File: src/rtl/brd_ctl_pkg.sv
package brd_ctl_pkg;

  localparam int unsigned NUM_SCRATCH  = 8;
  localparam int unsigned NUM_SLOTS    = 2;
  localparam int unsigned SLOT_WR_BITS = 5;
  localparam int unsigned SLOT_CD_BIT  = 5;

  localparam logic [7:0]  OFF_MASK     = 8'hC0;
  localparam logic [7:0]  OFF_PEND     = 8'hD0;
  localparam logic [31:0] IRQ_KEEP     = 32'h000F_EEFF;
  localparam logic [31:0] SLOT_RST_VAL = 32'h0000_0420;

  // byte offset of each plain scratch/control word
  function automatic logic [7:0] scratch_off(input int unsigned idx);
    logic [7:0] off;
    case (idx)
      0:       off = 8'h10;
      1:       off = 8'h14;
      2:       off = 8'h40;
      3:       off = 8'h60;
      4:       off = 8'h80;
      5:       off = 8'h84;
      6:       off = 8'h88;
      default: off = 8'h90;
    endcase
    return off;
  endfunction

  function automatic logic [7:0] slot_off(input int unsigned idx);
    return 8'hE0 + 8'(idx * 4);
  endfunction

  // interrupt line that also reports card presence for a slot
  function automatic int unsigned slot_cd_irq(input int unsigned idx);
    return (idx == 0) ? 9 : 13;
  endfunction

  function automatic logic is_mapped(input logic [7:0] a);
    logic hit;
    hit = (a == OFF_MASK) || (a == OFF_PEND);
    for (int unsigned i = 0; i < NUM_SCRATCH; i++) hit = hit || (a == scratch_off(i));
    for (int unsigned j = 0; j < NUM_SLOTS; j++)   hit = hit || (a == slot_off(j));
    return hit;
  endfunction

endpackage

File: src/rtl/brd_rst_sync.sv
module brd_rst_sync #(
  parameter int unsigned STAGES = 2
) (
  input  logic clk,
  input  logic rst_n_async,
  output logic rst_n_sync
);

  logic [STAGES-1:0] chain_q;
  logic [STAGES-1:0] chain_nxt;

  always_comb begin
    chain_nxt = {chain_q[STAGES-2:0], 1'b1};
  end

  always_ff @(posedge clk or negedge rst_n_async) begin
    if (!rst_n_async) chain_q <= '0;
    else              chain_q <= chain_nxt;
  end

  assign rst_n_sync = chain_q[STAGES-1];

endmodule

File: src/rtl/brd_scratch_bank.sv
module brd_scratch_bank #(
  parameter int unsigned N  = 8,
  parameter int unsigned DW = 32
) (
  input  logic                 clk,
  input  logic                 rst_n,
  input  logic [N-1:0]         wr_en,
  input  logic [DW-1:0]        wdata,
  output logic [N-1:0][DW-1:0] regs_q
);

  for (genvar g = 0; g < N; g++) begin : g_word
    logic [DW-1:0] word_q;
    logic [DW-1:0] word_nxt;
    logic          word_en;

    always_comb begin
      word_en  = wr_en[g];
      word_nxt = wdata;
    end

    always_ff @(posedge clk or negedge rst_n) begin
      if (!rst_n)       word_q <= '0;
      else if (word_en) word_q <= word_nxt;
    end

    assign regs_q[g] = word_q;
  end

endmodule

File: src/rtl/brd_irq_ctl.sv
module brd_irq_ctl
  import brd_ctl_pkg::*;
#(
  parameter int unsigned NIRQ = 16,
  parameter int unsigned DW   = 32
) (
  input  logic            clk,
  input  logic            rst_n,
  input  logic            mask_wr,
  input  logic            pend_wr,
  input  logic [DW-1:0]   wdata,
  input  logic [NIRQ-1:0] irq_in,
  output logic [DW-1:0]   mask_q,
  output logic [DW-1:0]   pend_q,
  output logic            irq_out
);

  localparam logic [DW-1:0] KEEP = DW'(IRQ_KEEP);

  logic [DW-1:0] line_wide;
  logic [DW-1:0] line_hit;
  logic [DW-1:0] mask_nxt;
  logic [DW-1:0] pend_base;
  logic [DW-1:0] pend_nxt;

  always_comb begin
    line_wide = '0;
    line_wide[NIRQ-1:0] = irq_in;
    // capture only through a mask bit that is already set
    line_hit  = line_wide & mask_q & KEEP;
    mask_nxt  = wdata & KEEP;
    pend_base = pend_wr ? (wdata & KEEP) : pend_q;
    // hardware set wins over a same-cycle software clear
    pend_nxt  = pend_base | line_hit;
  end

  always_ff @(posedge clk or negedge rst_n) begin
    if (!rst_n)       mask_q <= '0;
    else if (mask_wr) mask_q <= mask_nxt;
  end

  always_ff @(posedge clk or negedge rst_n) begin
    if (!rst_n) pend_q <= '0;
    else        pend_q <= pend_nxt;
  end

  assign irq_out = |(pend_q & mask_q);

endmodule

File: src/rtl/brd_slot_stat.sv
module brd_slot_stat #(
  parameter int unsigned DW      = 32,
  parameter int unsigned WR_BITS = 5,
  parameter int unsigned CD_BIT  = 5,
  parameter logic [31:0] RST_VAL = 32'h0000_0420
) (
  input  logic               clk,
  input  logic               rst_n,
  input  logic               wr_en,
  input  logic [WR_BITS-1:0] wr_bits,
  input  logic               cd_level,
  output logic [DW-1:0]      stat_q
);

  logic [DW-1:0] stat_nxt;

  always_comb begin
    stat_nxt = stat_q;
    if (wr_en) stat_nxt[WR_BITS-1:0] = wr_bits;
    // active-low presence flag follows the line every cycle
    stat_nxt[CD_BIT] = ~cd_level;
  end

  always_ff @(posedge clk or negedge rst_n) begin
    if (!rst_n) stat_q <= DW'(RST_VAL);
    else        stat_q <= stat_nxt;
  end

endmodule

File: src/rtl/brd_ctl_regs.sv
module brd_ctl_regs
  import brd_ctl_pkg::*;
#(
  parameter int unsigned ADDR_W  = 8,
  parameter int unsigned DW      = 32,
  parameter int unsigned NUM_IRQ = 16
) (
  input  logic               clk,
  input  logic               rst_n,
  input  logic [ADDR_W-1:0]  bus_addr,
  input  logic               bus_wr,
  input  logic [DW-1:0]      bus_wdata,
  input  logic               bus_rd,
  output logic [DW-1:0]      bus_rdata,
  input  logic [NUM_IRQ-1:0] irq_in,
  output logic               irq_out
);

  logic                           rst_sync_n;
  logic [NUM_SCRATCH-1:0]         scr_hit;
  logic [NUM_SLOTS-1:0]           slot_hit;
  logic                           mask_hit;
  logic                           pend_hit;
  logic [NUM_SCRATCH-1:0][DW-1:0] scr_q;
  logic [NUM_SLOTS-1:0][DW-1:0]   slot_stat;
  logic [NUM_SLOTS-1:0]           slot_cd;
  logic [DW-1:0]                  mask_q;
  logic [DW-1:0]                  pend_q;
  logic [DW-1:0]                  rd_mux;
  logic [DW-1:0]                  rdata_q;
  logic [DW-1:0]                  rdata_nxt;

  brd_rst_sync #(.STAGES(2)) u_rst (
    .clk         (clk),
    .rst_n_async (rst_n),
    .rst_n_sync  (rst_sync_n)
  );

  // address decode
  always_comb begin
    mask_hit = (bus_addr == ADDR_W'(OFF_MASK));
    pend_hit = (bus_addr == ADDR_W'(OFF_PEND));
    for (int unsigned i = 0; i < NUM_SCRATCH; i++)
      scr_hit[i] = (bus_addr == ADDR_W'(scratch_off(i)));
    for (int unsigned j = 0; j < NUM_SLOTS; j++)
      slot_hit[j] = (bus_addr == ADDR_W'(slot_off(j)));
  end

  brd_scratch_bank #(.N(NUM_SCRATCH), .DW(DW)) u_scratch (
    .clk    (clk),
    .rst_n  (rst_sync_n),
    .wr_en  (scr_hit & {NUM_SCRATCH{bus_wr}}),
    .wdata  (bus_wdata),
    .regs_q (scr_q)
  );

  brd_irq_ctl #(.NIRQ(NUM_IRQ), .DW(DW)) u_irq (
    .clk     (clk),
    .rst_n   (rst_sync_n),
    .mask_wr (bus_wr & mask_hit),
    .pend_wr (bus_wr & pend_hit),
    .wdata   (bus_wdata),
    .irq_in  (irq_in),
    .mask_q  (mask_q),
    .pend_q  (pend_q),
    .irq_out (irq_out)
  );

  for (genvar s = 0; s < NUM_SLOTS; s++) begin : g_slot
    assign slot_cd[s] = irq_in[slot_cd_irq(s)];

    brd_slot_stat #(
      .DW      (DW),
      .WR_BITS (SLOT_WR_BITS),
      .CD_BIT  (SLOT_CD_BIT),
      .RST_VAL (SLOT_RST_VAL)
    ) u_stat (
      .clk      (clk),
      .rst_n    (rst_sync_n),
      .wr_en    (bus_wr & slot_hit[s]),
      .wr_bits  (bus_wdata[SLOT_WR_BITS-1:0]),
      .cd_level (slot_cd[s]),
      .stat_q   (slot_stat[s])
    );
  end

  // read mux: unmapped offsets fall through to zero
  always_comb begin
    rd_mux = '0;
    for (int unsigned i = 0; i < NUM_SCRATCH; i++)
      if (scr_hit[i]) rd_mux = scr_q[i];
    for (int unsigned j = 0; j < NUM_SLOTS; j++)
      if (slot_hit[j]) rd_mux = slot_stat[j];
    if (mask_hit) rd_mux = mask_q;
    if (pend_hit) rd_mux = pend_q;
  end

  always_comb begin
    rdata_nxt = rd_mux;
  end

  always_ff @(posedge clk or negedge rst_sync_n) begin
    if (!rst_sync_n)  rdata_q <= '0;
    else if (bus_rd)  rdata_q <= rdata_nxt;
  end

  assign bus_rdata = rdata_q;

endmodule

File: config.mk
export PLATFORM = sky130hd
export DESIGN_NAME = brd_ctl_regs
export DESIGN_NICKNAME = d
export VERILOG_FILES = /design/src/rtl/brd_ctl_pkg.sv /design/src/rtl/brd_rst_sync.sv /design/src/rtl/brd_scratch_bank.sv /design/src/rtl/brd_irq_ctl.sv /design/src/rtl/brd_slot_stat.sv /design/src/rtl/brd_ctl_regs.sv
export SDC_FILE = /design/constraint.sdc
export NUM_CORES = 1
export LEC_CHECK = 0
export BUFFER_PORTS_ARGS = -buffer_cell sky130_fd_sc_hd__clkbuf_2
export CAP_MARGIN = 10
export CORE_MARGIN = 1
export CORE_UTILIZATION = 51
export DETAILED_ROUTE_END_ITERATION = 8
export HOLD_SLACK_MARGIN = 0.03
export PLACE_DENSITY = 0.71
export SLEW_MARGIN = 20
export SYNTH_ARGS = -nofsm -noshare
export SYNTH_HDL_FRONTEND = slang
export SYNTH_SLANG_ARGS = --single-unit
File: constraint.sdc
create_clock -name clk -period 9.77 [get_ports clk]
set_clock_uncertainty 0.15 [all_clocks]
set_input_delay 0.977 -clock clk [delete_from_list [all_inputs] [get_ports clk]]
set_output_delay 0.977 -clock clk [all_outputs]
set_load 0.02 [all_outputs]
==> results.ini, run 1 <==
[clock_tree]
numCtsBuffers=37
post_cts_hold_buffer_count=0
cts.repair_timing.setup_buffer_count=0
cts_tree=built
cts-resized-gates=0
cts.reportedPaths.clkPinSlew_ps=60
max_buffers_root_to_sink=3
clock_sink_count=338
clock-root-buffer=clkbuf_16
h-tree-depth=2
insertion_delay_ps=520

[detailed_routing]
ant_nets=0
postRouteWirelength_microns=41700
route.top_layer_used=met4
avgRoutedWirePerCell_microns=23.6
wirelength_met1_microns=18100
route.vias.total=11242
drtPass1Iterations=7
routed-wl-met2_microns=20100
vias_per_cell=6.37
routed-wl-met3_microns=2390
drc=0
drt-initial-drc-count=988

[synth]
synth-edff-count=0
synth-seq-area-share_pct=53.8
synth.top_cells.by_count=dfrtp_1, mux2_2, a21oi_1
netlist-cell-type-count=68
post-synth-top-area-cell=dfrtp_1
syn_nets=1366
synth_top_area_share_pct=53.4
per_instance_average_area_after_synthesis_sq_um=12.1
asyncSetResetFlopFracSynth_pct=100
post-synth-top-count-cell=dfrtp_1
post_synth_main_area_contributors=dfrtp_1, mux2_2, a21oi_1, a22o_1, o21ai_0
synthCells=1306
ys.flop_type=dfrtp_1
mappedNetlistArea_sq_mm=0.0157
total_of_flip_flops_plus_latches_after_synthesis=338
number_of_warnings_printed_during_yosys_synthesis=0

[critical_path]
setup.worst_path.start_class=input port
worstPathRequired_ps=10010
setup.reg_to_reg.worst_slack_ps=7880
timing.critical_path.fanout_max=28
r2r_start=u_scratch.g_word[0].word_q[10]
criticalPathCategory=in2reg
timing.reg2reg.worst_path_depth=6
critical_path.endpoint_type=register
crit_start=bus_addr[4]
critical_path_arrival_ps=4610

[power_and_ir_drop]
p_leak_nw=8.47
clockPowerShare_pct=43.0
power_switching_w=0.000755
switching_share_pct=24.0
power.share.combinational_pct=7.8
cellPowerDensity_mw_per_mm2=178
ir_worst_vdd_mv=0.118
register_share_of_total_power_pct=49.2
power.internal_w=0.00239

[grt]
track_usage_pct=26.9
grt_antenna_before_repair=0
global_route.overflow_total=0
grt_pass1_vias=11364
grt_first_pass_wirelength_microns=64900
maximum_number_of_pins_on_one_net_before_global_route_repair=189

[timing]
grt_setup_unrepaired=false
slew_violations=0
fin_crit_sh_pct=44.7
fin_tns_setup_ps=0
layout_min_cycle_time_ps=4370
report.final.hold_viol_count=0
maxClockFrequency_ghz=0.229
worstMarginPinSlew_ps=1120
slew_headroom_pct=25.0
report.final.setup_viol=0

[die]
rows=63
fp.dieW_microns=178
die-area_sq_mm=0.0316
die_height_microns=178
placeable_core_region_sq_mm=0.0300
io_pins=93
floorplan.initialDensity_pct=52.4

[final_layout]
antennaDiodeCount=0
number_of_fill_cells=2430
nets=1407
final_layout_size_suffix_gt1_share_pct=35.4
area_growth_pct=12.2
post_layout_nonfiller_instances=1764

[run_status]
outcome=finished clean

[job]
cap_viol_max_count=0

[placed_design]
globalplace.congestion=0.852
hpwl_detailed_microns=25500
dp_cells=1696
portBuffers=90

[worst_hold_path]
holdCritPathClass=reg2async

[critical path: stages]
cell and delay (ps):
clkbuf_2 450, or4b_1 650, buf_4 290, nor2_2 670
nand2_1 710, buf_4 480, mux2_1 360
[kinds of logic (layout without fill, tap and decap cells)]
logic type,count (synthesis),after routing,share of synthesized area (%)
multiplexers,290,290,20.7
other,1,1,0.0238
AO/OA/AOI/OAI,325,325,14.1
AND/OR/NAND/NOR,211,211,7.64
buffers and inverters,141,209,3.74
flip-flops,338,338,53.8
[layer usage]
metal	GRT usage, %	up-vias
met4	8.62	0
met5	0	-
li1	-	4939
met2	44.2	377
met3	4.07	79
met1	36.8	5847
[power groups by stage]
| stage | clock, W | sequential [W] | combinational, W |
|---|---|---|---|
| floorplan | 0 | 0.00157 | 0.000146 |
| global placement | 0 | 0.00157 | 0.000233 |
| detailed placement | 0 | 0.00157 | 0.000240 |
| CTS | 0.00137 | 0.00155 | 0.000241 |
| global route | 0.00143 | 0.00155 | 0.000268 |
| finish | 0.00135 | 0.00154 | 0.000246 |
[area by class of cell]
cell class	instances	area, sq um	share of cell area [%]
clock buffer	55	1090	6.15
timing repair buffer	114	663	3.76
sequential	338	8460	47.9
clock inverter	11	88.8	0.503
tap	390	488	2.76
multi-input combinational	827	6760	38.3
inverter	29	109	0.617
[final timing paths]
| kind | to |
|---|---|
| max in group asynchronous | u_scratch.g_word[1].word_q[18] |
| min in group clk | u_rst.chain_q[1] |
| worst max register to register | bus_rdata[10] |
| worst min register to register | u_scratch.g_word[1].word_q[1] |
| worst min-delay path | u_scratch.g_word[1].word_q[1] |
| worst max-delay path | u_scratch.g_word[5].word_q[11] |
[state kept, by name (all words and copies together), names as in the netlist]
name,flops
u_scratch.g_word.word_q,256
bus_rdata,32
u_irq.mask_q,18
u_irq.pend_q,18
g_slot.u_stat.stat_q,12
u_rst.chain_q,2
[through the flow]
stage | setup WS (ps) | utilization [%] | power, W | hold WS (ps) | instance area (sq um)
detailed placement | 4910 | 54.7 | 0.00181 | 189 | 16400
finish | 5400 | 58.8 | 0.00314 | 75.0 | 17700
global placement | 4950 | 54.7 | 0.00180 | 189 | 16400
global route | 5320 | 58.8 | 0.00325 | 78.1 | 17700
CTS | 5470 | 58.6 | 0.00315 | 77.7 | 17600
floorplan | 4100 | - | 0.00172 | 181 | 15700
[layout by cell type, fill, tap and decap left out, types with 7 or more instances in the layout]
cell type | netlist | layout
dfrtp_1 | 336 | 335
mux2_2 | 283 | 283
clkbuf_2 | 0 | 89
a21oi_1 | 82 | 82
o21ai_0 | 52 | 52
nor2_1 | 43 | 42
o22ai_1 | 39 | 39
clkbuf_16 | 0 | 39
a22o_1 | 32 | 32
nand2_1 | 30 | 30
inv_1 | 29 | 29
and3_1 | 25 | 25
nor2b_1 | 24 | 24
a221oi_1 | 22 | 22
buf_4 | 1 | 22
nand3_1 | 26 | 21
o221ai_1 | 18 | 18
nor3_1 | 16 | 16
a22oi_1 | 15 | 15
a221o_1 | 14 | 14
nand2b_1 | 13 | 13
clkbuf_1 | 59 | 11
o211ai_1 | 10 | 10
mux2_1 | 7 | 7
a31o_2 | 7 | 7
clkinv_2 | 0 | 7
(Power assumes the default switching activity.)
==> inputs of run 2 (changes only) <==
--- a/config.mk
+++ b/config.mk
@@ -11,7 +11,7 @@
 export CORE_UTILIZATION = 51
 export DETAILED_ROUTE_END_ITERATION = 8
 export HOLD_SLACK_MARGIN = 0.03
-export PLACE_DENSITY = 0.71
+export PLACE_DENSITY = 0.69
 export SLEW_MARGIN = 20
 export SYNTH_ARGS = -nofsm -noshare
 export SYNTH_HDL_FRONTEND = slang
==> constraint.sdc (replaced) <==
create_clock -name clk -period 4.3 [get_ports clk]
set_clock_uncertainty 0.15 [all_clocks]
set_input_delay 0.43 -clock clk [delete_from_list [all_inputs] [get_ports clk]]
set_output_delay 0.43 -clock clk [all_outputs]
set_load 0.02 [all_outputs]
==> run 2 against run 1 <==
Net effect:
- design area increased by 1.8%
- critical path depth unchanged
- first-iteration DRC count decreased by 5.1%
- die area unchanged
- largest power group unchanged
- setup slack got worse by 3900 ps
- non-clock buffer count increased by 32
- sequential power increased by 130%
- register-to-register slack got worse by 5600 ps
==> results.ini, run 2 (same netlist as run 1, synthesis figures left out) <==
[timing]
fin_tns_setup_ps=0
maxClockFrequency_ghz=0.353
report.final.hold_viol_count=0
slew_headroom_pct=42.7
slew_violations=0
worstMarginPinSlew_ps=854
report.final.setup_viol=0
fin_crit_sh_pct=65.9
layout_min_cycle_time_ps=2840
grt_setup_unrepaired=false
final.setup.worst_slack_ps=1460

[clock_tree]
numCtsBuffers=38
post_cts_hold_buffer_count=15
cts_tree=built
clock_sink_count=338
h-tree-depth=2
max_buffers_root_to_sink=3
insertion_delay_ps=520
cts-resized-gates=0
cts.reportedPaths.clkPinSlew_ps=60
cts.repair_timing.setup_buffer_count=0
clock-root-buffer=clkbuf_16

[placed_design]
hpwl_detailed_microns=26900
portBuffers=90
globalplace.congestion=0.847
dpl_worst_slack_ps=998

[detailed_routing]
drtPass1Iterations=5
avgRoutedWirePerCell_microns=23.7
postRouteWirelength_microns=42600
drt-initial-drc-count=938
ant_nets=0
drc=0
vias_per_cell=6.32
route.vias.total=11363

[die]
placeable_core_region_sq_mm=0.0300
io_pins=93
floorplan.initialDensity_pct=52.4
die_height_microns=178
rows=63
fp.dieW_microns=178
die-area_sq_mm=0.0316

[final_layout]
mostFrequentLayoutCells=dfrtp_1, mux2_2, clkbuf_2
largest_register_ff_count=256
nets=1440
final_layout_size_suffix_gt1_share_pct=36.2
regMostFlops=u_scratch.g_word.word_q
area_growth_pct=14.1
layout_commonest_cell=dfrtp_1

[power_and_ir_drop]
register_share_of_total_power_pct=49.0
power_switching_w=0.00175
ir_worst_vdd_mv=0.278
power.internal_w=0.00543
cellPowerDensity_mw_per_mm2=400
switching_share_pct=24.4
clockPowerShare_pct=43.1
p_leak_nw=8.64
power.share.combinational_pct=7.9

[critical_path]
setup.worst_path.start_class=input port
criticalPathCategory=in2reg
r2r-end=bus_rdata[10]
cp_cell_sequence=clkbuf_2, nand2b_1, or3_1, nor2_2, nand2_1, buf_12, mux2_1
critPathSlowestCell=nand2b_1
timing.critical_path.fanout_max=23
timing.reg2reg.worst_path_depth=6
r2r_start=u_scratch.g_word[1].word_q[10]
worstPathRequired_ps=4550
critical_path.endpoint_type=register
crit_path_max_incr_delay_ps=490
critical_path_arrival_ps=3090
setup.reg_to_reg.worst_slack_ps=2320

[grt]
groute.layer.met2.usage_pct=44.9
maximum_number_of_pins_on_one_net_before_global_route_repair=115
track_usage_pct=27.8
grt_pass1_vias=11444
grtUsageMet3_pct=4.56
grtUsageMet1_pct=37.9
global_route.overflow_total=0
grt_antenna_before_repair=1
grt.busiest_layer=met2
grt_first_pass_wirelength_microns=66800

[run_status]
outcome=finished clean

[job]
cap_viol_max_count=0

[worst_hold_path]
holdCritPathClass=in2async

[run 2: cell types whose count changed in the layout (fill, tap and decap cells not counted), moves of 3 or more]
cell           delta
buf_4            +15
dlygate4sd3_1    +15
clkbuf_1          -4
clkinv_2          +4
buf_12            +3
clkbuf_8          +3
[run 2: layout make-up]
type	count	area, sq um
Antenna cell	1	2.50
Timing Repair Buffer	146	958
Sequential cell	338	8460
Clock inverter	14	80.1
Tap cell	390	488
Clock buffer	54	1110
Inverter	29	109
Fill cell	2449	12100
Multi-Input combinational cell	827	6750
[run 2: worst max path at each step]
stage / startpoint / to / slack [ps] / cells after the start
finish: bus_addr[2] / u_scratch.g_word[5].word_q[12] / 1460 / 7
global route: bus_addr[2] / u_scratch.g_word[5].word_q[12] / 1350 / 7
CTS: bus_addr[2] / u_scratch.g_word[5].word_q[12] / 1540 / 7
detailed placement: bus_addr[2] / u_scratch.g_word[5].word_q[12] / 1000 / 7
global placement: bus_addr[2] / bus_rdata[10] / 990 / 7
floorplan: u_rst.chain_q[1] / bus_rdata[0] / 810 / 0
[run 2: routing by layer]
metal / vias up / share of wire [%] / wire [microns]
met4: 0 / 3.0 / 1270
met1: 5856 / 44 / 18600
met2: 388 / 47 / 20200
li1: 5014 / - / -
met5: - / 0 / 0
met3: 105 / 5.9 / 2530
[run 2: power by group through the flow]
stage | Clock [W] | Combinational [W] | Sequential (W)
after global placement | 0 | 0.000544 | 0.00355
after detailed placement | 0 | 0.000558 | 0.00357
after global routing | 0.00327 | 0.000622 | 0.00354
final | 0.00309 | 0.000569 | 0.00351
after CTS | 0.00314 | 0.000571 | 0.00351
after floorplan | 0 | 0.000332 | 0.00357
[run 2: critical path, delay by kind of cell]
family | cells | cell delay [ps]
buf+inv | 2 | 820
mux | 1 | 320
simple gates | 4 | 1490
[run 2: through the flow]
step | hold slack (ps) | instance area, sq um | util (%) | std cells | total power, W
after CTS | 67.8 | 18000 | 59.8 | 1798 | 0.00722
final | 85.8 | 18000 | 59.8 | 1799 | 0.00718
after floorplan | -15.6 | 15700 | - | 1306 | 0.00390
after global routing | 89.0 | 18000 | 59.8 | 1799 | 0.00742
after detailed placement | 67.1 | 16600 | 55.3 | 1715 | 0.00412
after global placement | 67.3 | 16600 | 55.3 | 1715 | 0.00410
==> inputs of run 3 (changes only) <==
--- a/config.mk
+++ b/config.mk
@@ -5,13 +5,14 @@
 export SDC_FILE = /design/constraint.sdc
 export NUM_CORES = 1
 export LEC_CHECK = 0
+export ABC_AREA = 1
 export BUFFER_PORTS_ARGS = -buffer_cell sky130_fd_sc_hd__clkbuf_2
 export CAP_MARGIN = 10
 export CORE_MARGIN = 1
 export CORE_UTILIZATION = 51
 export DETAILED_ROUTE_END_ITERATION = 8
 export HOLD_SLACK_MARGIN = 0.03
-export PLACE_DENSITY = 0.69
+export PLACE_DENSITY = 0.71
 export SLEW_MARGIN = 20
 export SYNTH_ARGS = -nofsm -noshare
 export SYNTH_HDL_FRONTEND = slang
==> constraint.sdc (replaced) <==
create_clock -name clk -period 2.3 [get_ports clk]
set_clock_uncertainty 0.15 [all_clocks]
set_input_delay 0.23 -clock clk [delete_from_list [all_inputs] [get_ports clk]]
set_output_delay 0.23 -clock clk [all_outputs]
set_load 0.02 [all_outputs]
==> run 3 against run 2 <==
Net effect:
- worst hold slack worse by 61 ps
- combinational power is 50% higher
- clock-buffer cell count is 4 higher
- critical endpoint is now irq_out
- global-route usage is 1.9 points lower
==> results.ini, run 3 <==
[grt]
grtUsageMet3_pct=3.62
grtUsageMet1_pct=36.2
grt_pass1_vias=12062
global_route.overflow_total=0
grt.busiest_layer=met2
grt_first_pass_wirelength_microns=62700
track_usage_pct=25.8
groute.layer.met2.usage_pct=42.3
maximum_number_of_pins_on_one_net_before_global_route_repair=116
grt_antenna_before_repair=0

[synth]
total_of_flip_flops_plus_latches_after_synthesis=338
synth_top_area_share_pct=55.9
ys.flop_type=dfrtp_1
post-synth-top-area-cell=dfrtp_1
number_of_warnings_printed_during_yosys_synthesis=0
per_instance_average_area_after_synthesis_sq_um=8.23
synthMuxAreaShare_pct=0
synthCells=1827
syn_nets=1887
asyncSetResetFlopFracSynth_pct=100
fraction_of_the_mapped_netlist_area_in_adder_cells_pct=0
post_synth_main_area_contributors=dfrtp_1, nand2_1, o21ai_0, inv_1, nand3_1
synth.top_cells.by_count=nand2_1, dfrtp_1, o21ai_0
share_of_the_synthesized_netlist_area_taken_by_xor_and_xnor_gates_pct=0
mappedNetlistArea_sq_mm=0.0150
synth_top_family_by_area=simple AND/OR/NAND/NOR gates
post-synth-top-count-cell=nand2_1
netlist-cell-type-count=36
synth-seq-area-share_pct=56.3
synth-simple-area-share_pct=24.9
synth_compound_gate_area_share_pct=13.1
synth-edff-count=0

[final_layout]
mostFrequentLayoutCells=nand2_1, dfrtp_1, o21ai_0
area_growth_pct=17.5
final_layout_size_suffix_gt1_share_pct=12.8
largest_register_ff_count=256
regMostFlops=u_scratch.g_word.word_q
number_of_fill_cells=2509
nets=2010
layout_commonest_cell=nand2_1
multi_input_area_sq_mm=0.00573
layout.cell_area.non_filler_sq_mm=0.0177
post_layout_nonfiller_instances=2361
seqCellArea_sq_mm=0.00846
antennaDiodeCount=0

[detailed_routing]
ant_nets=0
avgRoutedWirePerCell_microns=15.9
drtPass1Iterations=5
drc=0
vias_per_cell=5.29
route.vias.total=12483
drt-initial-drc-count=1097
postRouteWirelength_microns=37500

[clock_tree]
cts.repair_timing.setup_buffer_count=0
cts_tree=built
cts-resized-gates=0
post_cts_hold_buffer_count=41
cts.reportedPaths.clkPinSlew_ps=60
clock_sink_count=338
insertion_delay_ps=510
numCtsBuffers=36
h-tree-depth=2
max_buffers_root_to_sink=3
clock-root-buffer=clkbuf_16

[power_and_ir_drop]
power.internal_w=0.00988
switching_share_pct=23.5
power.share.combinational_pct=6.6
ir_worst_vdd_mv=0.458
cellPowerDensity_mw_per_mm2=732
report.power.total_w=0.0129
power_switching_w=0.00304
clockPowerShare_pct=43.0
register_share_of_total_power_pct=50.4
p_leak_nw=8.79

[timing]
fin_tns_setup_ps=0
report.final.hold_viol_count=0
maxClockFrequency_ghz=0.462
worstMarginPinSlew_ps=667
report.final.setup_viol=0
slew_violations=0
final.setup.worst_slack_ps=136
slew_headroom_pct=55.5
grt_setup_unrepaired=false
layout_min_cycle_time_ps=2160
fin_crit_sh_pct=94.1

[critical_path]
setup.worst_path.start_class=register
worstPathRequired_ps=1920
setup.reg_to_reg.worst_slack_ps=860
timing.reg2reg.worst_path_depth=10
path_delay_family=compound AO/OA/AOI/OAI gates
critical_path_arrival_ps=1780
critical_path.endpoint_type=primary output
critPathSlowestCell=dfrtp_1
crit_path_max_incr_delay_ps=410
r2r-end=bus_rdata[6]
cp_cell_sequence=nand2_1, o21ai_0, a221oi_1, nand4_1, clkbuf_2
criticalPathCategory=reg2out
timing.critical_path.fanout_max=4
crit_buf_inv=1
r2r_start=u_scratch.g_word[0].word_q[6]

[die]
die_height_microns=174
io_pins=93
die-area_sq_mm=0.0302
rows=62
placeable_core_region_sq_mm=0.0289
fp.dieW_microns=174
floorplan.initialDensity_pct=52.1

[placed_design]
hpwl_detailed_microns=23500
portBuffers=90
dp_cells=2255
dpl_worst_slack_ps=255
globalplace.congestion=0.844
dpl_cell_area_sq_mm=0.0161

[worst_hold_path]
hold_start=bus_wdata[19]
holdCritPathClass=in2reg
worstHoldEndpoint=u_scratch.g_word[1].word_q[19]
whs_path_depth=3

[run_status]
outcome=finished clean

[job]
cap_viol_max_count=0

run 3: area by class of cell:
cell class,count,share of cell area (%)
Sequential cell,338,47.9
Multi-Input combinational cell,1284,32.4
Timing Repair Buffer,180,8.09
Clock buffer,58,6.20
Tap cell,384,2.72
Inverter,110,2.34
Clock inverter,7,0.262
run 3: per-layer routing:
metal  wire [microns]  share of wire, %
met5                0                 0
met4              823               2.2
met3             1980               5.3
met2            17500                47
met1            17300                46
run 3: logic make-up after synthesis:
kind of cell,after synthesis
other,1
AND/OR/NAND/NOR,905
AO/OA/AOI/OAI,378
flip-flops,338
buffers and inverters,205
run 3: worst register-to-register path, cell delays in order, from the launching register on:
cell     delay (ps)
dfrtp_1         380
nand3_1          90
nand2_1          60
nor2_1          110
nand4_1         100
nand2_1         130
nand2_1          70
nand2_1          70
nand2_1          60
nand2_1          70
nand2_1          50
run 3: stage by stage:
step                      utilization, %  hold slack [ps]
after detailed placement            55.8             -129
after floorplan                        -             -216
after CTS                           61.2             30.1
after global routing                61.2             60.0
after global placement              55.8             -131
final                               61.2             25.0
run 3: worst max path at each step:
stage,startpoint,endpoint,slack [ps],cells past startpoint
2_1_floorplan,u_rst.chain_q[1],bus_rdata[0],-1190,0
3_3_place_gp,bus_addr[0],bus_rdata[30],270,13
3_5_place_dp,bus_addr[0],bus_rdata[30],260,13
4_1_cts,u_irq.mask_q[14],irq_out,120,5
5_1_grt,u_irq.mask_q[14],irq_out,10,5
6_report,u_irq.mask_q[14],irq_out,140,5
run 3: power groups by stage:
| stage | Sequential (W) | Combinational, W | Clock, W |
|---|---|---|---|
| 5_1_grt | 0.00654 | 0.000987 | 0.00591 |
| 6_report | 0.00651 | 0.000852 | 0.00556 |
| 3_3_place_gp | 0.00659 | 0.000770 | 0 |
| 2_1_floorplan | 0.00663 | 0.000469 | 0 |
| 4_1_cts | 0.00650 | 0.000859 | 0.00566 |
| 3_5_place_dp | 0.00660 | 0.000800 | 0 |
